[config.mk]
export PLATFORM = sky130hd
export DESIGN_NAME = mirror_reset_interlock
export DESIGN_NICKNAME = d
export VERILOG_FILES = /design/src/rtl/mbr_pkg.sv /design/src/rtl/mbr_blk_timer.sv /design/src/rtl/mbr_row_loader.sv /design/src/rtl/mbr_cmd_gate.sv /design/src/rtl/mirror_reset_interlock.sv
export SDC_FILE = /design/constraint.sdc
export NUM_CORES = 1
export LEC_CHECK = 0
export CAP_MARGIN = 20
export CORE_MARGIN = 3
export CORE_UTILIZATION = 35
export DETAILED_ROUTE_END_ITERATION = 7
export HOLD_SLACK_MARGIN = 0.15
export SETUP_SLACK_MARGIN = 0.2
export SYNTH_ARGS = -nofsm -noshare
export SYNTH_HDL_FRONTEND = slang
export SYNTH_SLANG_ARGS = --single-unit
[constraint.sdc]
create_clock -name clk -period 5 [get_ports clk]
set_clock_uncertainty 0.15 [all_clocks]
set_input_delay 0.75 -clock clk [delete_from_list [all_inputs] [get_ports clk]]
set_output_delay 0.75 -clock clk [all_outputs]
set_load 0.03 [all_outputs]
[src/rtl/mbr_pkg.sv]
// Package: shared command encodings for the mirror reset interlock.
// Assumes a 2-bit command kind and a 2-bit block mode field.
package mbr_pkg;
    typedef enum logic [1:0] {
        CMD_LOAD  = 2'b00,
        CMD_CLEAR = 2'b01,
        CMD_SET   = 2'b10,
        CMD_RESET = 2'b11
    } cmd_kind_e;

    localparam logic [1:0] MODE_GROUP = 2'b10;
endpackage

[src/rtl/mbr_blk_timer.sv]
// Module: per-block busy timer. A start loads pulse+settle cycles; the
// block is active while the count is non-zero and in its pulse phase while
// the count is above the settling length.
// Assumes start_i is only raised for an idle block (checked below).
module mbr_blk_timer #(
    parameter int RST_CYC    = 24,
    parameter int SETTLE_CYC = 800,
    localparam int TOTAL     = RST_CYC + SETTLE_CYC,
    localparam int CNT_W     = $clog2(TOTAL + 1)
) (
    input  logic clk,
    input  logic rst_n,
    input  logic start_i,
    output logic active_o,
    output logic pulse_o
);
    logic [CNT_W-1:0] cnt_q;

    // Count down the busy window; reload on start.
    always_ff @(posedge clk) begin
        if (!rst_n)             cnt_q <= '0;
        else if (start_i)       cnt_q <= CNT_W'(TOTAL);
        else if (cnt_q != '0)   cnt_q <= cnt_q - 1'b1;
    end

    // Decode the active and pulse phases from the count.
    always_comb begin
        active_o = (cnt_q != '0);
        pulse_o  = (cnt_q > CNT_W'(SETTLE_CYC));
    end


    no_restart_chk: assert property (@(posedge clk) disable iff (!rst_n)
        start_i |-> !active_o);


    start_pulse_chk: assert property (@(posedge clk) disable iff (!rst_n)
        start_i |=> (pulse_o && active_o));


    settle_after_pulse_chk: assert property (@(posedge clk) disable iff (!rst_n)
        $fell(pulse_o) |-> (active_o || SETTLE_CYC == 0));
endmodule

[src/rtl/mbr_row_loader.sv]
// Module: row-load sequencer. On start it walks every row of one block,
// raising a strobe every ROW_CYC cycles, then returns to idle.
// Assumes start_i is only raised while idle (checked below).
module mbr_row_loader #(
    parameter int NUM_BLK = 16,
    parameter int ROWS    = 136,
    parameter int ROW_CYC = 8,
    localparam int ADDR_W = $clog2(NUM_BLK),
    localparam int ROW_W  = $clog2(ROWS),
    localparam int PH_W   = $clog2(ROW_CYC + 1)
) (
    input  logic              clk,
    input  logic              rst_n,
    input  logic              start_i,
    input  logic [ADDR_W-1:0] blk_i,
    output logic              busy_o,
    output logic [ADDR_W-1:0] blk_o,
    output logic [ROW_W-1:0]  row_o,
    output logic              stb_o
);
    localparam logic [PH_W-1:0]  PH_LAST  = PH_W'(ROW_CYC - 1);
    localparam logic [ROW_W-1:0] ROW_LAST = ROW_W'(ROWS - 1);

    logic              busy_q;
    logic [ADDR_W-1:0] blk_q;
    logic [ROW_W-1:0]  row_q;
    logic [PH_W-1:0]   ph_q;

    // Sequence rows and phases within the row period.
    always_ff @(posedge clk) begin
        if (!rst_n) begin
            busy_q <= 1'b0;
            blk_q  <= '0;
            row_q  <= '0;
            ph_q   <= '0;
        end else if (start_i) begin
            busy_q <= 1'b1;
            blk_q  <= blk_i;
            row_q  <= '0;
            ph_q   <= '0;
        end else if (busy_q) begin
            if (ph_q == PH_LAST) begin
                ph_q <= '0;
                if (row_q == ROW_LAST) busy_q <= 1'b0;
                else                   row_q  <= row_q + 1'b1;
            end else begin
                ph_q <= ph_q + 1'b1;
            end
        end
    end

    // Drive the strobe at the start of each row period.
    always_comb begin
        busy_o = busy_q;
        blk_o  = blk_q;
        row_o  = row_q;
        stb_o  = busy_q && (ph_q == '0);
    end


    no_reload_chk: assert property (@(posedge clk) disable iff (!rst_n)
        start_i |-> !busy_o);


    full_block_chk: assert property (@(posedge clk) disable iff (!rst_n)
        $fell(busy_o) |-> ($past(row_o) == ROW_LAST));
endmodule

[src/rtl/mbr_cmd_gate.sv]
// Module: command interlock. Decodes the target block set of the current
// command and decides whether it may be accepted against the busy state.
// Assumes one command per cycle; purely combinational.
module mbr_cmd_gate
    import mbr_pkg::*;
#(
    parameter int NUM_BLK = 16,
    parameter int GROUP   = 4,
    localparam int ADDR_W = $clog2(NUM_BLK)
) (
    input  logic [1:0]         kind_i,
    input  logic [1:0]         mode_i,
    input  logic [ADDR_W-1:0]  addr_i,
    input  logic [NUM_BLK-1:0] active_i,
    input  logic               ld_busy_i,
    input  logic [ADDR_W-1:0]  ld_blk_i,
    output logic [NUM_BLK-1:0] tgt_o,
    output logic               ok_o
);
    cmd_kind_e  kind;
    logic       grp;
    logic       tgt_busy;
    logic       ld_hit;

    // Build the target mask: a single block or an aligned group.
    always_comb begin
        kind = cmd_kind_e'(kind_i);
        grp  = (kind == CMD_RESET) && (mode_i == MODE_GROUP);
        for (int i = 0; i < NUM_BLK; i++) begin
            if (grp) tgt_o[i] = ((i / GROUP) == (int'(addr_i) / GROUP));
            else     tgt_o[i] = (i == int'(addr_i));
        end
    end

    // Decide acceptance from target busy state and loader state.
    always_comb begin
        tgt_busy = |(tgt_o & active_i);
        ld_hit   = ld_busy_i && tgt_o[ld_blk_i];
        unique case (kind)
            CMD_LOAD:  ok_o = !tgt_busy && !ld_busy_i;
            CMD_RESET: ok_o = !tgt_busy && !ld_hit;
            default:   ok_o = !tgt_busy;
        endcase
    end
endmodule

[src/rtl/mirror_reset_interlock.sv]
// Module: top of the micromirror block reset interlock. Accepts load,
// clear, set and reset commands, runs a busy timer per block, sequences row
// loads and emits fill strobes, never touching a busy block.
// Assumes a held command keeps its fields stable while stalled.
module mirror_reset_interlock
    import mbr_pkg::*;
#(
    parameter int NUM_BLK    = 16,
    parameter int GROUP      = 4,
    parameter int ROWS       = 136,
    parameter int ROW_CYC    = 8,
    parameter int RST_CYC    = 24,
    parameter int SETTLE_CYC = 800,
    localparam int ADDR_W    = $clog2(NUM_BLK),
    localparam int ROW_W     = $clog2(ROWS)
) (
    input  logic               clk,
    input  logic               rst_n,
    input  logic               cmd_valid,
    output logic               cmd_ready,
    input  logic [1:0]         cmd_kind,
    input  logic [1:0]         cmd_mode,
    input  logic [ADDR_W-1:0]  cmd_addr,
    output logic [NUM_BLK-1:0] blk_active,
    output logic [NUM_BLK-1:0] blk_pulse,
    output logic               row_stb,
    output logic [ADDR_W-1:0]  row_blk,
    output logic [ROW_W-1:0]   row_idx,
    output logic               fill_stb,
    output logic [ADDR_W-1:0]  fill_blk,
    output logic               fill_val
);
    logic [NUM_BLK-1:0] tgt;
    logic [NUM_BLK-1:0] rst_start;
    logic               gate_ok;
    logic               cmd_acc;
    logic               ld_start;
    logic               ld_busy;
    cmd_kind_e          kind;

    mbr_cmd_gate #(.NUM_BLK(NUM_BLK), .GROUP(GROUP)) u_gate (
        .kind_i    (cmd_kind),
        .mode_i    (cmd_mode),
        .addr_i    (cmd_addr),
        .active_i  (blk_active),
        .ld_busy_i (ld_busy),
        .ld_blk_i  (row_blk),
        .tgt_o     (tgt),
        .ok_o      (gate_ok)
    );

    // Form the handshake and the per-path start strobes.
    always_comb begin
        kind      = cmd_kind_e'(cmd_kind);
        cmd_ready = gate_ok;
        cmd_acc   = cmd_valid && gate_ok;
        ld_start  = cmd_acc && (kind == CMD_LOAD);
        rst_start = (cmd_acc && kind == CMD_RESET) ? tgt : '0;
    end

    for (genvar b = 0; b < NUM_BLK; b++) begin : g_tmr
        mbr_blk_timer #(.RST_CYC(RST_CYC), .SETTLE_CYC(SETTLE_CYC)) u_tmr (
            .clk      (clk),
            .rst_n    (rst_n),
            .start_i  (rst_start[b]),
            .active_o (blk_active[b]),
            .pulse_o  (blk_pulse[b])
        );
    end

    mbr_row_loader #(.NUM_BLK(NUM_BLK), .ROWS(ROWS), .ROW_CYC(ROW_CYC)) u_ld (
        .clk     (clk),
        .rst_n   (rst_n),
        .start_i (ld_start),
        .blk_i   (cmd_addr),
        .busy_o  (ld_busy),
        .blk_o   (row_blk),
        .row_o   (row_idx),
        .stb_o   (row_stb)
    );

    // Register the one-cycle clear/set strobe.
    always_ff @(posedge clk) begin
        if (!rst_n) begin
            fill_stb <= 1'b0;
            fill_blk <= '0;
            fill_val <= 1'b0;
        end else begin
            fill_stb <= cmd_acc && (kind == CMD_CLEAR || kind == CMD_SET);
            fill_blk <= cmd_addr;
            fill_val <= (kind == CMD_SET);
        end
    end


    row_not_busy_chk: assert property (@(posedge clk) disable iff (!rst_n)
        row_stb |-> !blk_active[row_blk]);


    fill_not_busy_chk: assert property (@(posedge clk) disable iff (!rst_n)
        fill_stb |-> !blk_active[fill_blk]);


    group_width_chk: assert property (@(posedge clk) disable iff (!rst_n)
        (cmd_acc && kind == CMD_RESET && cmd_mode == MODE_GROUP)
        |=> ($countones(blk_active & ~$past(blk_active)) == GROUP));


    single_width_chk: assert property (@(posedge clk) disable iff (!rst_n)
        (cmd_acc && kind == CMD_RESET && cmd_mode != MODE_GROUP)
        |=> ($countones(blk_active & ~$past(blk_active)) == 1));
endmodule

* After elaboration in Yosys (flattened, before gate mapping)
Cells that the tools add are included.
** Operators by class
- Add/sub/neg operators :: 18
- Magnitude comparators :: 17
- Eq/ne operators :: 24
- Muxes and demuxes :: 57
- Bitwise operators :: 3
- Reduce and logical (&&, ||, !) cells :: 68
** Operators by type and width (count)
- 2-to-1 mux 10 bit :: 32
- > comparator 10 bit (second input constant) :: 16
- nonzero test 10 bit :: 16
- subtractor 10 x 1 -> 10 bit (second input constant) :: 16
- OR reduction 2 bit :: 17
- == test 4 bit (first input constant) :: 8
- logical NOT 32 bit :: 1
- nonzero test 2 bit :: 16
- 2-to-1 mux 1 bit :: 21
- bitwise AND 16 bit :: 1
- == test 3 x 4 -> 1 bit (first input constant) :: 4
- 2-to-1 mux 16 bit :: 1
- OR reduction 16 bit :: 1
- logical AND 1 bit :: 9
- adder 8 x 1 -> 8 bit (second input constant) :: 1
- == test 2 x 4 -> 1 bit (first input constant) :: 2
- == test 8 bit (second input constant) :: 1
- logical NOT 4 bit :: 2
- == test 2 bit (second input constant) :: 3
- less-than comparator 4 x 5 -> 1 bit (second input constant) :: 1
- adder 4 x 1 -> 4 bit (second input constant) :: 1
- binary-select mux 1 bit (select 4 bit) :: 1
- == test 1 x 4 -> 1 bit (first input constant) :: 1
- == test 2 bit (first input constant) :: 2
- 10 further kinds :: 13
** Storage, ports and cells
- Flip-flop bits (word level) :: 183
- Input bits :: 11
- Output and inout port bits :: 52
- Word-level logic and storage cells :: 226

* Logic depth before layout (Yosys ltp)
- Word-level depth :: 13
- Depth in mapped cells :: 12
- Mapped depth without buffers :: 10

* Hierarchy
Synthesis repeated with hierarchy kept, for this count alone.
** Unflattened totals
- Cells, all modules :: 1159
- Area, all modules :: 10824.1 µm²
** By module, submodules not included
- mbr_blk_timer :: instances 16, cells each 60, area an instance 570.5 µm², sequential area each 200.2 µm²
- mbr_row_loader :: instances 1, cells each 86, area an instance 833.3 µm², sequential area each 340.3 µm²
- mbr_cmd_gate :: instances 1, cells each 76, area an instance 483.0 µm², sequential area each 0.0 µm²
- mirror_reset_interlock :: instances 1, cells each 37, area an instance 379.1 µm², sequential area each 120.1 µm²

* Worst setup path after synthesis
OpenSTA, ideal clock, no wires.
- Path type :: input-to-output
- Start point :: in cmd_kind[0]
- End point :: out cmd_ready
- Arrival time :: 2.920 ns
- Required time :: 4.100 ns
- Path slack :: 1.180 ns
- Stages :: 11
- Buffers on the path :: 3
- Cell sequence :: ha_1 clkbuf_1 nand3b_1 and2_1 clkbuf_1 or4_1 nand4_4 nor3_2 nand2_1 buf_2 inv_1
** Between the ends
- Longest elaborated chain between the ends :: 9
- Elaborated cells between the ends (all ways) :: 29
- Those cells by class :: eq/ne (1); mux (19); bitwise (1); reduce/logical (8)
** Ends and longest elaborated chain
- from (decl) :: line mirror_reset_interlock.sv:21 : input logic [1:0] cmd_kind,
- == test 2 bit :: line mbr_cmd_gate.sv:28, mbr_cmd_gate.sv:39
- logical AND 1 bit :: line mbr_cmd_gate.sv:28 : grp = (kind == CMD_RESET) && (mode_i == MODE_GROUP);
- 2-to-1 mux 1 bit :: line mbr_cmd_gate.sv:30 : if (grp) tgt_o[i] = ((i / GROUP) == (int'(addr_i) / GROUP));
- binary-select mux 1 bit (select 4 bit) :: line mbr_cmd_gate.sv:38 : ld_hit = ld_busy_i && tgt_o[ld_blk_i];
- 2-to-1 mux 1 bit (not written as such) :: line mbr_cmd_gate.sv:38
- logical AND 1 bit :: line mbr_cmd_gate.sv:38
- logical NOT 1 bit :: line mbr_cmd_gate.sv:41 : CMD_RESET: ok_o = !tgt_busy && !ld_hit;
- logical AND 1 bit :: line mbr_cmd_gate.sv:41
- case mux 1 bit (2 select lines) * :: line mbr_cmd_gate.sv:39 : unique case (kind)
- to (decl) :: line mirror_reset_interlock.sv:20 : output logic cmd_ready,
Every way passes the cells marked *; elsewhere a longest branch is shown, timed or not. The select of a mux whose other input is x is not followed.

* Final worst setup path
- Start point :: in cmd_kind[1]
- End point :: out cmd_ready
Same word-level chain as after synthesis.

==> summary.md <==
| Metric | Value |
|---|---|
| Crit path max fanout | 15 |
| Post-CTS Resized | 0 |
| CTS buffer count | 17 |
| Source of the worst hold timing path | u_ld.blk_o[1] |
| Average wire per cell in the routed design | 14.6 um |
| Power per standard cell area | 679 nW/um^2 |
| Setup fix buffers added after clock tree synthesis | 0 |
| Unique cell type count in the Yosys netlist | 65 |
| Post-DP HPWL | 15.6 mm |
| TritonCTS clock tree | done |
| Synthesized netlist net count | 1203 |
| Placement Setup Slack | 571 ps |
| Time the final worst path needs with I/O delays and setup | 4430 ps |
| Source-to-sink clock delay at the later pin of the worst-skew pair | 440 ps |
| Total standard cell area after synthesis | 9890 sq um |
| Routability congestion estimate from global placement | 0.829 |
| Worst Path Buf+Inv | 4 |
| Largest delay share family, worst path | simple AND/OR/NAND/NOR gates |
| Count of final max-slew check failures | 0 |
| Clock Tree Buf Depth | 2 |
| Initial antenna violation count | 0 |
| Cells along the critical path | clkdlybuf4s50_1 -> ha_1 -> nand3b_1 -> and2_1 -> buf_4 -> or4_1 -> nand4_4 -> nor3_2 -> nand2_2 -> inv_1 -> buf_4 |
| Number of buffers inserted by port buffering | 62 |
| Area inside the core boundary | 27400 sq um |
| Worst reg2reg path startpoint | g_tmr[14].u_tmr.cnt_q[0] |
| CTS root buffer | sky130_fd_sc_hd__clkbuf_16 |
| Met3 Wirelength | 746 um |
| Total detailed-routing wirelength | 22.6 mm |
| Largest area contributor in the netlist | sky130_fd_sc_hd__dfxtp_1 |
| Final standard cell count with taps included and fillers excluded | 1554 |
| Area delta synth->final | 12.7% |
| Data arrival time of the worst path | 3530 ps |
| Type of the worst setup path | in2out |
| Cell occurring most often along the worst timing path | sky130_fd_sc_hd__buf_4 |
| Max Fclk | 226 MHz |
| Share of synthesized registers carrying an async set or reset | 0% |
| Setup TNS | 0 ps |
| Number of H-tree branching levels | 4 |
| Gate count of the mapped netlist | 1161 |
| Maximum number of pins on one net before global-route repair | 87 |
| Average cell area after synthesis | 8.52 sq um |
| Yosys synthesis warning count | 0 |
| Number of DRC markers after the initial detailed-route iteration | 421 |
| CTS Sinks | 183 |
| Global-route wire length before repair | 38.1 mm |
| Highest-delay cell along the critical path | sky130_fd_sc_hd__or4_1 |
| Required arrival time at the worst endpoint | 4100 ps |
| Total gr overflow | 0 |
| IR drop worst, VDD | 0.355 mV |
| Row cnt | 60 |
| Number of synthesized register bits | 183 |
| Leading post-synthesis cells by instance count | 183 x sky130_fd_sc_hd__dfxtp_1, 118 x sky130_fd_sc_hd__nor2_1, 82 x sky130_fd_sc_hd__nand2_1 |
| Count of inserted antenna diode cells | 0 |
| Vias in the first global route | 7669 |
| Leakage dissipation | 4.21 nW |
| Worst setup path startpoint | cmd_kind[1] |
| Design area | 11200 sq um |
| Final hold slack | 340 ps |
| Unrepaired setup endpoints after global routing | no |
| Cell Count Post-Placement | 1523 |
| Total Routing Usage GR | 15.1% |
| Met1 Wirelength | 10.9 mm |
| Drc violations | 0 |
| I/O Pins | 63 |
| Fraction of layout cells with a size suffix above 1 | 7.36% |
| DR top layer | met4 |
| Transition time at the pin with the least slew margin | 932 ps |
| Number of search-and-repair iterations in the first detailed-routing pass | 5 |
| Total number of nets in the final design | 1212 |
| Final worst-path cycle share | 88.5% |
| Y dimension of the die | 174 um |
| Slew headroom | 37.9% |
| Most instantiated flip-flop cell in the synthesis netlist | sky130_fd_sc_hd__dfxtp_1 |
| Portion of the post-synthesis area used by sequential elements | 37.0% |
| Total Die Area | 30300 sq um |
| Path type of the worst min-delay path | reg2reg |
| Instance area at placement | 10600 sq um |
| Vias per cell | 5.16 |
| Critical path startpoint category | input pin |
| Register clock-pin slew on the reported worst setup and hold paths | 70 ps |
| Highest cell delay on the worst timing path | 540 ps |
| Max-cap violations | 0 |
| Total setup violations reported at the end of the flow | 0 |
| Most repeated cell in the gate-level netlist after synthesis | sky130_fd_sc_hd__dfxtp_1 |
| Smallest setup slack after layout | 574 ps |
| Result of the run | finished clean |
| Type of element capturing the critical path | output pin |
| Area contributors post-synth | sky130_fd_sc_hd__dfxtp_1 37%, sky130_fd_sc_hd__xnor2_1 6.2%, sky130_fd_sc_hd__nor2_1 4.5% |
| Starting density of the core | 36.1% |
| Final Hold Violating Endpoints | 0 |
| Post-CTS Hold Fix Bufs | 0 |
| Number of nets with antenna violations after detailed routing | 0 |
| Post-synth EDFFs | 0 |
| Die width | 174 um |
| Wire length on met2 | 10.7 mm |
| Via count | 8015 |
| Top cell type's share of synthesized area | 37.0% |
## worst reg2reg max path, delay by kind of cell, from the launching register on
kind | cells | cell delay (ps)
flops | 1 | 320
fa+ha+maj | 1 | 180
compound gates | 2 | 910
buf+inv | 2 | 410
simple gates | 5 | 1370
## routing by layer
metal	vias to the layer above	global-route usage [%]
met4	0	4.19
met3	21	2.91
met2	110	25.4
met1	3777	19.7
li1	4107	-
met5	-	0
## logic make-up (layout without fill, tap and decap cells)
group	count (synthesis)	after routing	synth area share [%]
buffers and inverters	139	160	6.84
adder cells (fa/ha/maj)	31	31	3.92
AO/OA/AOI/OAI	216	216	15.7
XOR/XNOR	105	105	9.30
AND/OR/NAND/NOR	467	467	25.0
multiplexers	20	20	2.18
flip-flops	183	183	37.0
## worst paths after layout
path	endpoint	slack [ps]	cells after the start
worst max-delay path	cmd_ready	570	11
worst min-delay path	u_ld.blk_o[1]	340	2
worst max register to register	g_tmr[2].u_tmr.cnt_q[1]	1540	10
worst min register to register	u_ld.blk_o[1]	340	2
## power breakdown
group,internal [mW],switching (mW)
Combinational,1.73,2.10
Clock,0.701,0.625
Sequential,1.95,0.462
## cell usage in the layout, fill, tap and decap left out, types with 31 or more instances in the layout
cell / instances
sky130_fd_sc_hd__or3_1: 31
sky130_fd_sc_hd__xnor2_1: 70
sky130_fd_sc_hd__nand2_1: 81
sky130_fd_sc_hd__nor3_1: 72
sky130_fd_sc_hd__a21oi_1: 53
sky130_fd_sc_hd__clkdlybuf4s50_1: 60
sky130_fd_sc_hd__nand3_1: 37
sky130_fd_sc_hd__ha_1: 31
sky130_fd_sc_hd__nor2_1: 118
sky130_fd_sc_hd__dfxtp_1: 183
sky130_fd_sc_hd__o21ai_0: 51
sky130_fd_sc_hd__xor2_1: 35
sky130_fd_sc_hd__inv_1: 55
## layout make-up
class                      instances  area, sq um
tap                              372          465
fill                            2755        16200
clock buffer                      18          429
sequential                       183         3660
inverter                          57          215
clock inverter                    13          135
multi-input combinational        839         5560
timing repair buffer              72          688
## flip-flops by register name, indices dropped and copies added (netlist names)
signal,count
fill_stb,1
g_tmr.u_tmr.cnt_q,160
fill_blk,4
u_ld.ph_q,4
u_ld.row_o,8
u_ld.busy_o,1
fill_val,1
u_ld.blk_o,4
## through the flow
stage               utilization (%)  power, mW
finish                         40.7       7.57
global route                   40.7       8.24
floorplan                         -       5.57
detailed placement             38.6       6.26
global placement               38.6       6.22
CTS                            40.7       7.63
No activity file was read; power rests on OpenSTA's default activity.
